## src/rtl/pwrup_seq_pkg.sv

```systemverilog
package pwrup_seq_pkg;

  // Highest count value of a w-bit delay counter.
  function automatic int unsigned last_count(input int unsigned w);
    return (32'd1 << w) - 32'd1;
  endfunction

  // Number of ticks in the full delay.
  function automatic int unsigned delay_ticks(input int unsigned w);
    return 32'd1 << w;
  endfunction

  // The core may run only with the timer expired and the pin high, raw and synced.
  function automatic logic core_may_run(input logic expired,
                                        input logic pin_raw_n,
                                        input logic pin_sync_n);
    return expired & pin_raw_n & pin_sync_n;
  endfunction

endpackage

```

## src/rtl/pwrup_pin_sync.sv

```systemverilog
module pwrup_pin_sync #(
  parameter int unsigned STAGES = 2
) (
  input  logic clk_i,
  input  logic por_i,
  input  logic pin_n_i,
  output logic pin_n_o
);
  localparam int unsigned N = (STAGES < 2) ? 2 : STAGES;

  logic [N-1:0] stage_q;

  // Resets to the asserted (low) level so that release always has full latency.
  always_ff @(posedge clk_i or posedge por_i) begin
    if (por_i) stage_q <= '0;
    else       stage_q <= {stage_q[N-2:0], pin_n_i};
  end

  assign pin_n_o = stage_q[N-1];

  // a rise at the output was present one stage earlier on the edge before
  p_sync_order_r8: assert property (@(posedge clk_i) disable iff (por_i)
    $rose(pin_n_o) |-> $past(stage_q[N-2]));
endmodule

```

## src/rtl/pwrup_delay_cnt.sv

```systemverilog
module pwrup_delay_cnt
  import pwrup_seq_pkg::*;
#(
  parameter int unsigned CNT_W = 11
) (
  input  logic             clk_i,
  input  logic             por_i,
  input  logic             tick_i,
  output logic [CNT_W-1:0] cnt_o,
  output logic             done_o
);
  localparam logic [CNT_W-1:0] TERM = CNT_W'(last_count(CNT_W));

  logic [CNT_W-1:0] cnt_q;
  logic             done_q;
  logic             step;
  logic             final_step;

  assign step       = tick_i & ~done_q;
  assign final_step = step & (cnt_q == TERM);

  always_ff @(posedge clk_i or posedge por_i) begin
    if (por_i) begin
      cnt_q  <= '0;
      done_q <= 1'b0;
    end else if (final_step) begin
      done_q <= 1'b1;
    end else if (step) begin
      cnt_q  <= cnt_q + 1'b1;
    end
  end

  assign cnt_o  = cnt_q;
  assign done_o = done_q;

  // once expired, the flag and the saturated count stay put
  p_done_sticky_r5: assert property (@(posedge clk_i) disable iff (por_i)
    done_q |=> (done_q && cnt_q == TERM));
  // expiry happens only on a tick taken at the terminal count
  p_done_on_last_tick_r2: assert property (@(posedge clk_i) disable iff (por_i)
    $rose(done_q) |-> ($past(tick_i) && $past(cnt_q) == TERM));
  // no tick, no movement
  p_no_tick_no_step_r2: assert property (@(posedge clk_i) disable iff (por_i)
    !tick_i |=> $stable(cnt_q));
endmodule

```

## src/rtl/pwrup_seq.sv

```systemverilog
module pwrup_seq
  import pwrup_seq_pkg::*;
#(
  parameter int unsigned CNT_W       = 11,
  parameter int unsigned SYNC_STAGES = 2
) (
  input  logic clk_i,
  input  logic por_i,
  input  logic ext_rst_n_i,
  input  logic tick_i,
  output logic core_rst_o,
  output logic delay_done_o
);
  logic [CNT_W-1:0] count;
  logic             expired;
  logic             pin_sync_n;
  logic             run_ok;

  pwrup_delay_cnt #(.CNT_W(CNT_W)) u_cnt (
    .clk_i  (clk_i),
    .por_i  (por_i),
    .tick_i (tick_i),
    .cnt_o  (count),
    .done_o (expired)
  );

  pwrup_pin_sync #(.STAGES(SYNC_STAGES)) u_sync (
    .clk_i   (clk_i),
    .por_i   (por_i),
    .pin_n_i (ext_rst_n_i),
    .pin_n_o (pin_sync_n)
  );

  assign run_ok       = core_may_run(expired, ext_rst_n_i, pin_sync_n);
  assign core_rst_o   = por_i | ~run_ok;
  assign delay_done_o = expired;

  // held in reset while the counter is running
  p_rst_while_counting_r4: assert property (@(posedge clk_i) disable iff (por_i)
    !expired |-> core_rst_o);
  // leaving reset needs the timer expired and the synced pin high
  p_release_needs_both_r11: assert property (@(posedge clk_i) disable iff (por_i)
    !core_rst_o |-> (expired && pin_sync_n && count == CNT_W'(last_count(CNT_W))));
  // a low pin is seen at the output without waiting for the synchronizer
  p_pin_forces_rst_r7: assert property (@(posedge clk_i) disable iff (por_i)
    (!ext_rst_n_i && pin_sync_n) |-> core_rst_o);
endmodule

```

## config.mk

```make
export PLATFORM = sky130hd
export DESIGN_NAME = pwrup_seq
export DESIGN_NICKNAME = d
export VERILOG_FILES = /design/src/rtl/pwrup_seq_pkg.sv /design/src/rtl/pwrup_pin_sync.sv /design/src/rtl/pwrup_delay_cnt.sv /design/src/rtl/pwrup_seq.sv
export SDC_FILE = /design/constraint.sdc
export NUM_CORES = 1
export LEC_CHECK = 0
export ABC_AREA = 1
export BUFFER_PORTS_ARGS = -buffer_cell sky130_fd_sc_hd__buf_2
export CORE_ASPECT_RATIO = 1.4
export CORE_MARGIN = 3
export CORE_UTILIZATION = 38
export CTS_CLUSTER_DIAMETER = 200
export DETAILED_ROUTE_END_ITERATION = 10
export PLACE_DENSITY_LB_ADDON = 0.1
export SYNTH_ARGS = -nofsm -noshare
export SYNTH_HDL_FRONTEND = slang
export SYNTH_SLANG_ARGS = --single-unit
```

## constraint.sdc

```tcl
create_clock -name clk_i -period 1.3 [get_ports clk_i]
set_input_delay 0.26 -clock clk_i [delete_from_list [all_inputs] [get_ports clk_i]]
set_output_delay 0.26 -clock clk_i [all_outputs]
set_load 0.05 [all_outputs]
```

==> results.md, run 1 <==
* Top Ports at 6
* Worst Hold Class: in2reg
* Startpoint class of the critical path: flop
* Clock power frac at 0.238
* Register area at about 350 um2
* Clk_skew at 0.001973 ns
* Antenna viol nets, final at 0
* Tcrit/Tclk final at 1.012
* Drt via density at between 4 and 5
* Fmax at about 0.76 GHz
* Clock slew seen by the registers of the worst setup and hold paths at roughly 0.080 ns
* Starting density of the core at 0.4118
* Commonest non-fill, non-tap cells in the layout: 25 x nand2_1, 13 x dfrtp_1, 9 x buf_4
* Max-Cap Viols at 0
* # diodes at 0
* RSZ-0062 raised after global routing: true
* Actual slew at the worst max-slew pin at about 0.26 ns
* Avg Inst Size Synth at about 8.9 um2
* Port Buffers at 5
* Root Driver: clkbuf_4
* Worst hold path stage count at 1
* TritonCTS clock tree: built
* DRT Wirelength at roughly 1500 um
* CP peak stage delay at 0.42 ns
* Worst skew pair latency at roughly 0.27 ns
* Syn nets at 88
* Top post-synthesis cells by area: dfrtp_1 47%, nand2_1 15%, xnor2_1 4.7%, inv_1 3.5%, nor2_4 3.0%
* Number of global-route vias before repair at 587
* CTS Buf Count at 3
* Total vias in the final route at 600
* First-pass GRT wire length at 2511 um
* Final hold viol count at 0
* WP buf/inv at 2
* Synth area leader: dfrtp_1
* Max_slew headroom at 0.8298
* Leak at approximately 0.46 nW
* Final Wtd Congestion at approximately 0.8
* Final core utilization at 0.5479
* Die Ht at between 50 and 60 um
* Critical Path, Cell by Cell: ha_4 -> buf_4 -> buf_4 -> nand3_1 -> xnor2_1 -> nand2_2 -> nand2_1
* Outcome: finished, violations left
* CP Class: reg2reg
* Die footprint at between 0.002 and 0.003 mm2
* Setup TNS at -0.01552 ns
* Initial antenna violation count at 0
* Switching power at 0.0004011 W
* CTS Buffer Depth at 2
* Setup ws final at -0.01552 ns
* Mapped Area at 742.0 um2
* FP Rows at 18
* Worst Path Max Fanout at 2
* Commonest non-fill, non-tap cell in the layout: nand2_1
* Sequential-to-total area share from yosys stat at 0.4722
* Final-report setup violation count at 1
* Fillers at approximately 170
* DP Wirelength at 1034 um
* GR Overflow Total at 0
* Mapped Cells at a little over 80
* Count of pins over their slew limit at 0
* Die Span X at 43.35 um
* #FFs+latches synth at 14
* Synth Warn # at 0
* Fraction of layout cells with a size suffix above 1 at 0.4078
* DR DRC count at 0
* R2R Setup Slk at -0.02 ns
* DR WL/cell at around 12 um
* Worst EP arrival at 1.53 ns
* Slowest CP cell: dfrtp_1
* Worst vdd ir at between 700 and 800 uV
* CP endpoint kind: flop
* Switch share at 0.3151
* P per Cell Area at about 1300 mW/mm2
* Failing checks: setup timing
* Core area at roughly 0.0018 mm2
* GRT Util Overall at 0.1320
* Reg2reg path depth at 7
* Largest net degree at the start of global routing at 15
* Clock sinks at 14
* Min cycle time layout at ~1.3 ns
* Sequential power share at 0.466
* Yosys top cell area share at 0.4722
* DR iter-0 viols at 14
* Post-synth cell types at 21
* Worst path required time at around 1.5 ns
* Comb pwr share at 0.296
* Critical path depth at 7
* Area growth from synthesis to layout at 33.05%
* CP top delay family: flip-flops
* Footprint of the multi-input gates at 406.6 um2
* Power Internal at just under 0.0009 W
* TritonRoute pass-1 iters at 3
* Net count, final at ~110
* Cell mode on critical path: buf_4
* H-tree depth at 1
==> layer usage <==
| layer | wire, um | global-route usage |
|---|---|---|
| met4 | 46 | 0.06466 |
| met3 | 35 | 0.01863 |
| met2 | 813 | 0.2283 |
| met1 | 638 | 0.1566 |
| met5 | 0 | 0 |
==> per-stage QoR <==
stage | instance area (um2) | setup WS, ns | hold WS [ns] | power (W) | std cells
floorplan | 749.5 | -0.04110 | 0.07872 | 0.0007658 | 83
global placement | 852.1 | 0.02595 | 0.2985 | 0.0008807 | 115
detailed placement | 852.1 | 0.004562 | 0.3001 | 0.0008793 | 115
CTS | 943.4 | 0.01272 | 0.09894 | 0.001218 | 121
global route | 987.2 | -0.07107 | 0.08768 | 0.001354 | 123
finish | 987.2 | -0.01552 | 0.1029 | 0.001273 | 123
==> cells in the mapped netlist <==
| master | n |
|---|---|
| o21ai_2 | 1 |
| nand2_8 | 1 |
| o21ai_1 | 1 |
| nand3_4 | 1 |
| a21o_2 | 1 |
| dfrtp_1 | 14 |
| nor2_1 | 3 |
| a31o_2 | 1 |
| nor3_1 | 1 |
| ha_1 | 1 |
| inv_1 | 7 |
| inv_4 | 1 |
| nand4_1 | 3 |
| nand3b_1 | 2 |
| xnor2_1 | 4 |
| nor2_2 | 2 |
| nand2_1 | 29 |
| nand3_2 | 1 |
| nand2_2 | 3 |
| nand3_1 | 4 |
| nor2_4 | 2 |
==> what timing repair did <==
action,in CTS,in global routing
pin swaps,3,6
hold endpoints to repair,1,0
resized for setup,5,8
setup endpoints to repair,2,10
buffers inserted,1,2
hold buffers,1,0
==> flip-flops by register name, summed over array words and instances (netlist names) <==
name and count:
u_cnt.cnt_o 11, u_sync.stage_q 2, u_cnt.done_o 1
==> power by group through the flow <==
stage / Combinational [W] / Clock, W / Sequential (W)
after detailed placement: 0.000294 / 0 / 0.000586
after floorplan: 0.000181 / 0 / 0.000585
after global routing: 0.000411 / 0.000343 / 0.000600
after CTS: 0.000313 / 0.000312 / 0.000593
final: 0.000377 / 0.000303 / 0.000593
after global placement: 0.000293 / 0 / 0.000588
==> cell families (layout without fill, tap and decap cells) <==
logic type	after synthesis	after routing	share of synthesized area
adder cells (fa/ha/maj)	1	1	0.01686
AND/OR/NAND/NOR	52	52	0.3777
buffers and inverters	8	28	0.04386
AO/OA/AOI/OAI	4	4	0.04216
XOR/XNOR	4	4	0.04721
flip-flops	14	14	0.4722
==> path summary, 6_finish.rpt <==
check                             startpoint                 to
max                           u_cnt.cnt_o[0]     u_cnt.cnt_o[4]
min                              ext_rst_n_i  u_sync.stage_q[0]
max reg2reg                   u_cnt.cnt_o[0]     u_cnt.cnt_o[4]
min reg2reg                u_sync.stage_q[0]  u_sync.stage_q[1]
max in group asynchronous              por_i       u_cnt.done_o
min in group asynchronous              por_i    u_cnt.cnt_o[10]
==> cell type report <==
class | instances | share of cell area
Inverter | 8 | 0.03929
Multi-Input combinational cell | 61 | 0.4119
Tap cell | 20 | 0.02535
Sequential cell | 14 | 0.3561
Clock buffer | 4 | 0.03676
Timing Repair Buffer | 16 | 0.1305
Power figures use the tool's default switching activity.
==> inputs of run 2 (changes only) <==
--- a/config.mk
+++ b/config.mk
@@ -5,13 +5,11 @@
 export SDC_FILE = /design/constraint.sdc
 export NUM_CORES = 1
 export LEC_CHECK = 0
-export ABC_AREA = 1
-export BUFFER_PORTS_ARGS = -buffer_cell sky130_fd_sc_hd__buf_2
-export CORE_ASPECT_RATIO = 1.4
 export CORE_MARGIN = 3
-export CORE_UTILIZATION = 38
+export CORE_UTILIZATION = 40
 export CTS_CLUSTER_DIAMETER = 200
 export DETAILED_ROUTE_END_ITERATION = 10
+export DONT_BUFFER_PORTS = 1
 export PLACE_DENSITY_LB_ADDON = 0.1
 export SYNTH_ARGS = -nofsm -noshare
 export SYNTH_HDL_FRONTEND = slang
==> run 2 against run 1 <==
Compared with the run above:
- the flow still finishes with violations (setup timing)
- flip-flop and latch count did not move
- clock skew up 0.0040 ns
- combinational power decreased by 89%
- first-iteration DRC count fell by 43%
- critical path depth shrank 2
- synthesized cell count is 31% lower
- critical path type unchanged
- largest power group unchanged
- highest routed layer unchanged
==> results.md, run 2 <==
* DR WL/cell at 13.01 um
* Failing checks: setup timing
* Actual slew at the worst max-slew pin at slightly above 0.2 ns
* Synth Warn # at 0
* Worst Path Max Fanout at 3
* Syn nets at 62
* Fraction of layout cells with a size suffix above 1 at 0.4756
* Worst path required time at roughly 1.5 ns
* GRT Util Overall at 0.1547
* Clk_skew at between 0.005 and 0.006 ns
* Final hold viol count at 0
* Die Ht at 45.63 um
* Reg2reg start: u_cnt.cnt_o[0]
* DP Wirelength at about 900 um
* Max FFs per register at 11
* FP Rows at 13
* Mapped Area at approximately 630 um2
* TritonRoute pass-1 iters at 4
* Largest net degree at the start of global routing at 15
* EDFF count, synth at 0
* Net count, final at 88
* Die Span X at about 46 um
* Fillers at roughly 110
* Port Buffers at 0
* Final core utilization at 0.6670
* Number of global-route vias before repair at approximately 520
* DRT Wirelength at 1262 um
* Clock sinks at 14
* Final-report setup violation count at 4
* Initial antenna violation count at 0
* DR iter-0 viols at 8
* Worst skew pair latency at between 0.2 and 0.3 ns
* Async S/R FF share, synth at 1.000
* Top post-synthesis cells by area: dfrtp_1 56%, xor2_1 4.2%, a21oi_1 4.0%, and4_4 3.6%, nand3_1 3.2%
* Count of pins over their slew limit at 0
* Avg Inst Size Synth at approximately 11 um2
* Worst Hold Class: in2reg
* Die footprint at between 0.002 and 0.0025 mm2
* CP endpoint kind: flop
* Tcrit/Tclk final at 1.076
* Setup ws final at -0.09882 ns
* First-pass GRT wire length at roughly 2200 um
* Drt via density at 5.196
* Startpoint class of the critical path: flop
* Min-delay src: tick_i
* #FFs+latches synth at 14
* Mapped Cells at between 50 and 60
* TritonCTS clock tree: built
* Commonest non-fill, non-tap cells in the layout: 17 x buf_4, 13 x dfrtp_1, 5 x a21oi_1
* Most frequent cell after synthesis: dfrtp_1
* Total vias in the final route at between 500 and 600
* Sequential-to-total area share from yosys stat at 0.5578
* Root Driver: clkbuf_4
* Fmax at 0.7149 GHz
* GR Overflow Total at 0
* RSZ-0062 raised after global routing: true
* Ys flop type: dfrtp_1
* Worst EP arrival at around 1.6 ns
* CP startpoint: u_cnt.cnt_o[0]
* Max-Cap Viols at 0
* Starting density of the core at 0.4543
* DR DRC count at 0
* Commonest cells post-synth: 14 x dfrtp_1, 5 x a21oi_1, 5 x nand2_1
* CP Class: reg2reg
* Worst vdd ir at 479.4 uV
* Synth area leader: dfrtp_1
* Area growth from synthesis to layout at 46.81%
* Top Ports at 6
* Core area at ~0.0014 mm2
* Outcome: finished, violations left
* Yosys top cell area share at 0.5578
* # diodes at 0
* Max_slew headroom at 0.8653
* CTS Buffer Depth at 2
* P per Cell Area at ~900 mW/mm2
* Clock slew seen by the registers of the worst setup and hold paths at around 0.09 ns
* Final Wtd Congestion at 0.8050
* Setup TNS at -0.2675 ns
* Antenna viol nets, final at 0
* Min cycle time layout at roughly 1.4 ns
* Commonest non-fill, non-tap cell in the layout: buf_4
* Leak at between 0.4 and 0.5 nW
* Post-synth cell types at 22
* H-tree depth at 1
* CTS Buf Count at 3
run 2: cell count changes after synthesis, sizes merged, moves of 3 or more:
cell	delta
nand2	-28
inv	-6
a21oi	+5
a31oi	+3
nor2	-3
xor2	+3
run 2: stage by stage:
step,worst slack [ns],power [W],cell area [um2],hold slack [ns],instances
finish,-0.09882,0.0008061,922.1,0.09668,97
global placement,-0.09145,0.0004882,802.0,0.1737,89
CTS,-0.08310,0.0008102,888.4,0.09637,97
detailed placement,-0.1083,0.0004887,802.0,0.1795,89
global route,-0.1423,0.0008334,922.1,0.09661,97
floorplan,-0.1084,0.0004725,655.6,0.07891,57
run 2: worst max-delay path: stages, from the launching register on:
cell     delay, ns
dfrtp_1       0.40
ha_2          0.19
and2_4        0.13
and4_4        0.18
nor2_4        0.10
mux2_4        0.30
run 2: power by group:
group	internal (W)	switching [W]
Sequential	0.000443	0.00000340
Clock	0.000171	0.000147
Combinational	0.0000197	0.0000223
run 2: cells by family after synthesis:
family	synth area share
AO/OA/AOI/OAI	0.1135
XOR/XNOR	0.06973
adder cells (fa/ha/maj)	0.01992
buffers and inverters	0.01196
flip-flops	0.5578
multiplexers	0.02390
AND/OR/NAND/NOR	0.2032
run 2: repair_timing:
item | CTS | global route
hold buffers | 2 | 0
buffers inserted | 2 | 0
gates resized for setup | 4 | 7
pin swaps | 3 | 4
endpoints found under the setup margin | 6 | 13
endpoints found under the hold margin | 15 | 0
run 2: layout make-up:
| type | instances | area (um2) | area share |
|---|---|---|---|
| multi-input combinational | 41 | 330.3 | 0.3582 |
| timing repair buffer | 21 | 173.9 | 0.1886 |
| sequential | 14 | 351.6 | 0.3813 |
| inverter | 2 | 11.26 | 0.01221 |
| clock buffer | 4 | 36.28 | 0.03935 |
| tap | 15 | 18.77 | 0.02035 |
run 2: worst paths after layout:
check                                    end  slack (ns)  depth (start not counted)
max reg2reg                   u_cnt.cnt_o[1]        -0.1                          5
min in group asynchronous  u_sync.stage_q[0]        0.41                          3
min reg2reg                u_sync.stage_q[1]        0.36                          0
max                           u_cnt.cnt_o[1]        -0.1                          5
max in group asynchronous       u_cnt.done_o        0.71                          3
min                             u_cnt.done_o         0.1                          2
run 2: routing by layer:
layer,share of wire,global-route usage,vias to the layer above
li1,-,-,254
met3,0.030,0.03557,4
met5,0,0,-
met1,0.47,0.1931,239
met2,0.49,0.2423,7
met4,0.013,0.08772,0
==> inputs of run 3 (changes only) <==
--- a/config.mk
+++ b/config.mk
@@ -5,11 +5,11 @@
 export SDC_FILE = /design/constraint.sdc
 export NUM_CORES = 1
 export LEC_CHECK = 0
+export BUFFER_PORTS_ARGS = -buffer_cell sky130_fd_sc_hd__buf_2
 export CORE_MARGIN = 3
 export CORE_UTILIZATION = 40
 export CTS_CLUSTER_DIAMETER = 200
 export DETAILED_ROUTE_END_ITERATION = 10
-export DONT_BUFFER_PORTS = 1
 export PLACE_DENSITY_LB_ADDON = 0.1
 export SYNTH_ARGS = -nofsm -noshare
 export SYNTH_HDL_FRONTEND = slang
==> run 3 against run 2 <==
Compared with the run above:
- the run still ends with setup timing left
- maximum frequency grew 0.38%
- sequential power is essentially flat
- highest routed layer unchanged
- critical path type unchanged
- register-to-register slack is essentially flat
- first-iteration DRC count shrank 63%
- clock skew grew 0.0030 ns
- die area is the same
- clock power shrank 21%
- largest cell class unchanged
- non-clock buffer count grew 5
==> results.md, run 3 (same netlist as run 2, synthesis figures left out) <==
* P per Cell Area at 778.7 mW/mm2
* Tcrit/Tclk final at 1.072
* Startpoint class of the critical path: flop
* Worst path required time at around 1.5 ns
* CTS Buf Count at 3
* Final core utilization at 0.6878
* CP top delay family: simple AND/OR/NAND/NOR gates
* Failing checks: setup timing
* Slowest CP cell: dfrtp_1
* Drt via density at 5.255
* Worst Path Max Fanout at 3
* Actual slew at the worst max-slew pin at 0.1974 ns
* Outcome: finished, violations left
* Gr busiest metal: met2
* GRT met3 Usage at 0.08300
* Final-report setup violation count at 6
* Starting density of the core at 0.4543
* Die Span X at between 40 and 50 um
* Min cycle time layout at 1.393 ns
* RSZ-0062 raised after global routing: true
* Net count, final at 93
* Max_slew headroom at 0.8682
* Fillers at 110
* CP peak stage delay at a little under 0.4 ns
* H-tree depth at 1
* Footprint of the multi-input gates at approximately 340 um2
* GR Overflow Total at 0
* # diodes at 0
* Top Ports at 6
* Port Buffers at 5
* Max-Cap Viols at 0
* Dpl cells at 93
* Worst vdd ir at between 600 and 700 uV
* Largest net degree at the start of global routing at 15
* DR WL/cell at approximately 12 um
* Clock sinks at 14
* Clock slew seen by the registers of the worst setup and hold paths at 0.08 ns
* Register area at ~350 um2
* Initial antenna violation count at 0
* Layout Cells excl Fill at 102
* DR DRC count at 0
* Die Ht at 45.63 um
* CP endpoint kind: flop
* Fmax at 0.7176 GHz
* TritonRoute pass-1 iters at 4
* Area growth from synthesis to layout at 51.39%
* Setup ws final at -0.09348 ns
* Commonest non-fill, non-tap cell in the layout: buf_4
* Worst skew pair latency at between 0.2 and 0.3 ns
* Critical Path, Cell by Cell: ha_2 -> and2_4 -> and4_4 -> nor2_4 -> mux2_4
* GRT Util Overall at 0.1564
* Final Wtd Congestion at 0.8048
* CTS Buffer Depth at 2
* Fraction of layout cells with a size suffix above 1 at 0.5172
* Final hold viol count at 0
* TritonCTS clock tree: built
* DP Wirelength at 883.1 um
* Antenna viol nets, final at 0
* DR iter-0 viols at 3
* Core area at 0.001383 mm2
* Max FFs per register at 11
* Root Driver: clkbuf_4
* First-pass GRT wire length at 2194 um
* DRT Wirelength at approximately 1200 um
* Worst EP arrival at about 1.6 ns
* Die footprint at 0.002082 mm2
* Number of global-route vias before repair at roughly 520
* Clk_skew at 0.008920 ns
* Count of pins over their slew limit at 0
* Met1 Use GR at 0.1935
* Commonest non-fill, non-tap cells in the layout: 19 x buf_4, 13 x dfrtp_1, 5 x a21oi_1
* FP Rows at 13
* Leak at around 0.47 nW
* Setup TNS at -0.2450 ns
* Total Power at around 0.00074 W
* CP Class: reg2reg
* WP buf/inv at 0
* Worst Hold Class: in2reg
* Total vias in the final route at 536
* Hold slack at 0.1053 ns
* Met2 Use GR at 0.2228
[run 3: per-layer routing]
layer | vias up | share of wire
met4 | 0 | 0.029
met5 | - | 0
met3 | 5 | 0.052
met2 | 7 | 0.44
met1 | 256 | 0.47
li1 | 268 | -
[run 3: area by class of cell]
cell class,instances,share of cell area
multi-input combinational,41,0.3592
sequential,14,0.3697
timing repair buffer,26,0.2118
inverter,2,0.01184
tap,15,0.01974
clock buffer,4,0.02763
[run 3: worst paths after layout]
path / start / endpoint / slack [ns] / depth (start not counted)
max in group asynchronous: por_i / u_cnt.done_o / 0.58 / 4
worst min-delay path: ext_rst_n_i / u_sync.stage_q[0] / 0.11 / 1
worst max-delay path: u_cnt.cnt_o[0] / u_cnt.cnt_o[1] / -0.09 / 5
worst max register to register: u_cnt.cnt_o[0] / u_cnt.cnt_o[1] / -0.09 / 5
worst min register to register: u_sync.stage_q[0] / u_sync.stage_q[1] / 0.36 / 0
min in group asynchronous: por_i / u_cnt.cnt_o[0] / 0.55 / 4
[run 3: report_power, final]
group	total (W)	switching, W	internal (W)
logic	0.0000445	0.0000255	0.0000190
registers	0.000446	0.00000349	0.000443
clock network	0.000250	0.000130	0.000119
[run 3: worst register-to-register path, cell delays in order, from the launching register on]
cell and delay, ns:
dfrtp_1 0.39, ha_2 0.19, and2_4 0.13, and4_4 0.18, nor2_4 0.09, mux2_4 0.30
[run 3: repair_timing]
item                                    in CTS  in global routing
buffers inserted                             1                  4
pin swaps                                    2                  9
endpoints found under the setup margin       7                 11
hold buffers                                 1                  0
gates resized for setup                      5                 11
hold endpoints to repair                     7                  0
[run 3: stage by stage]
step	cell area, um2	worst slack [ns]
after detailed placement	819.5	-0.1129
after global routing	950.9	-0.1514
after floorplan	655.6	-0.1084
after CTS	880.8	-0.09356
final	950.9	-0.09348
after global placement	819.5	-0.09482
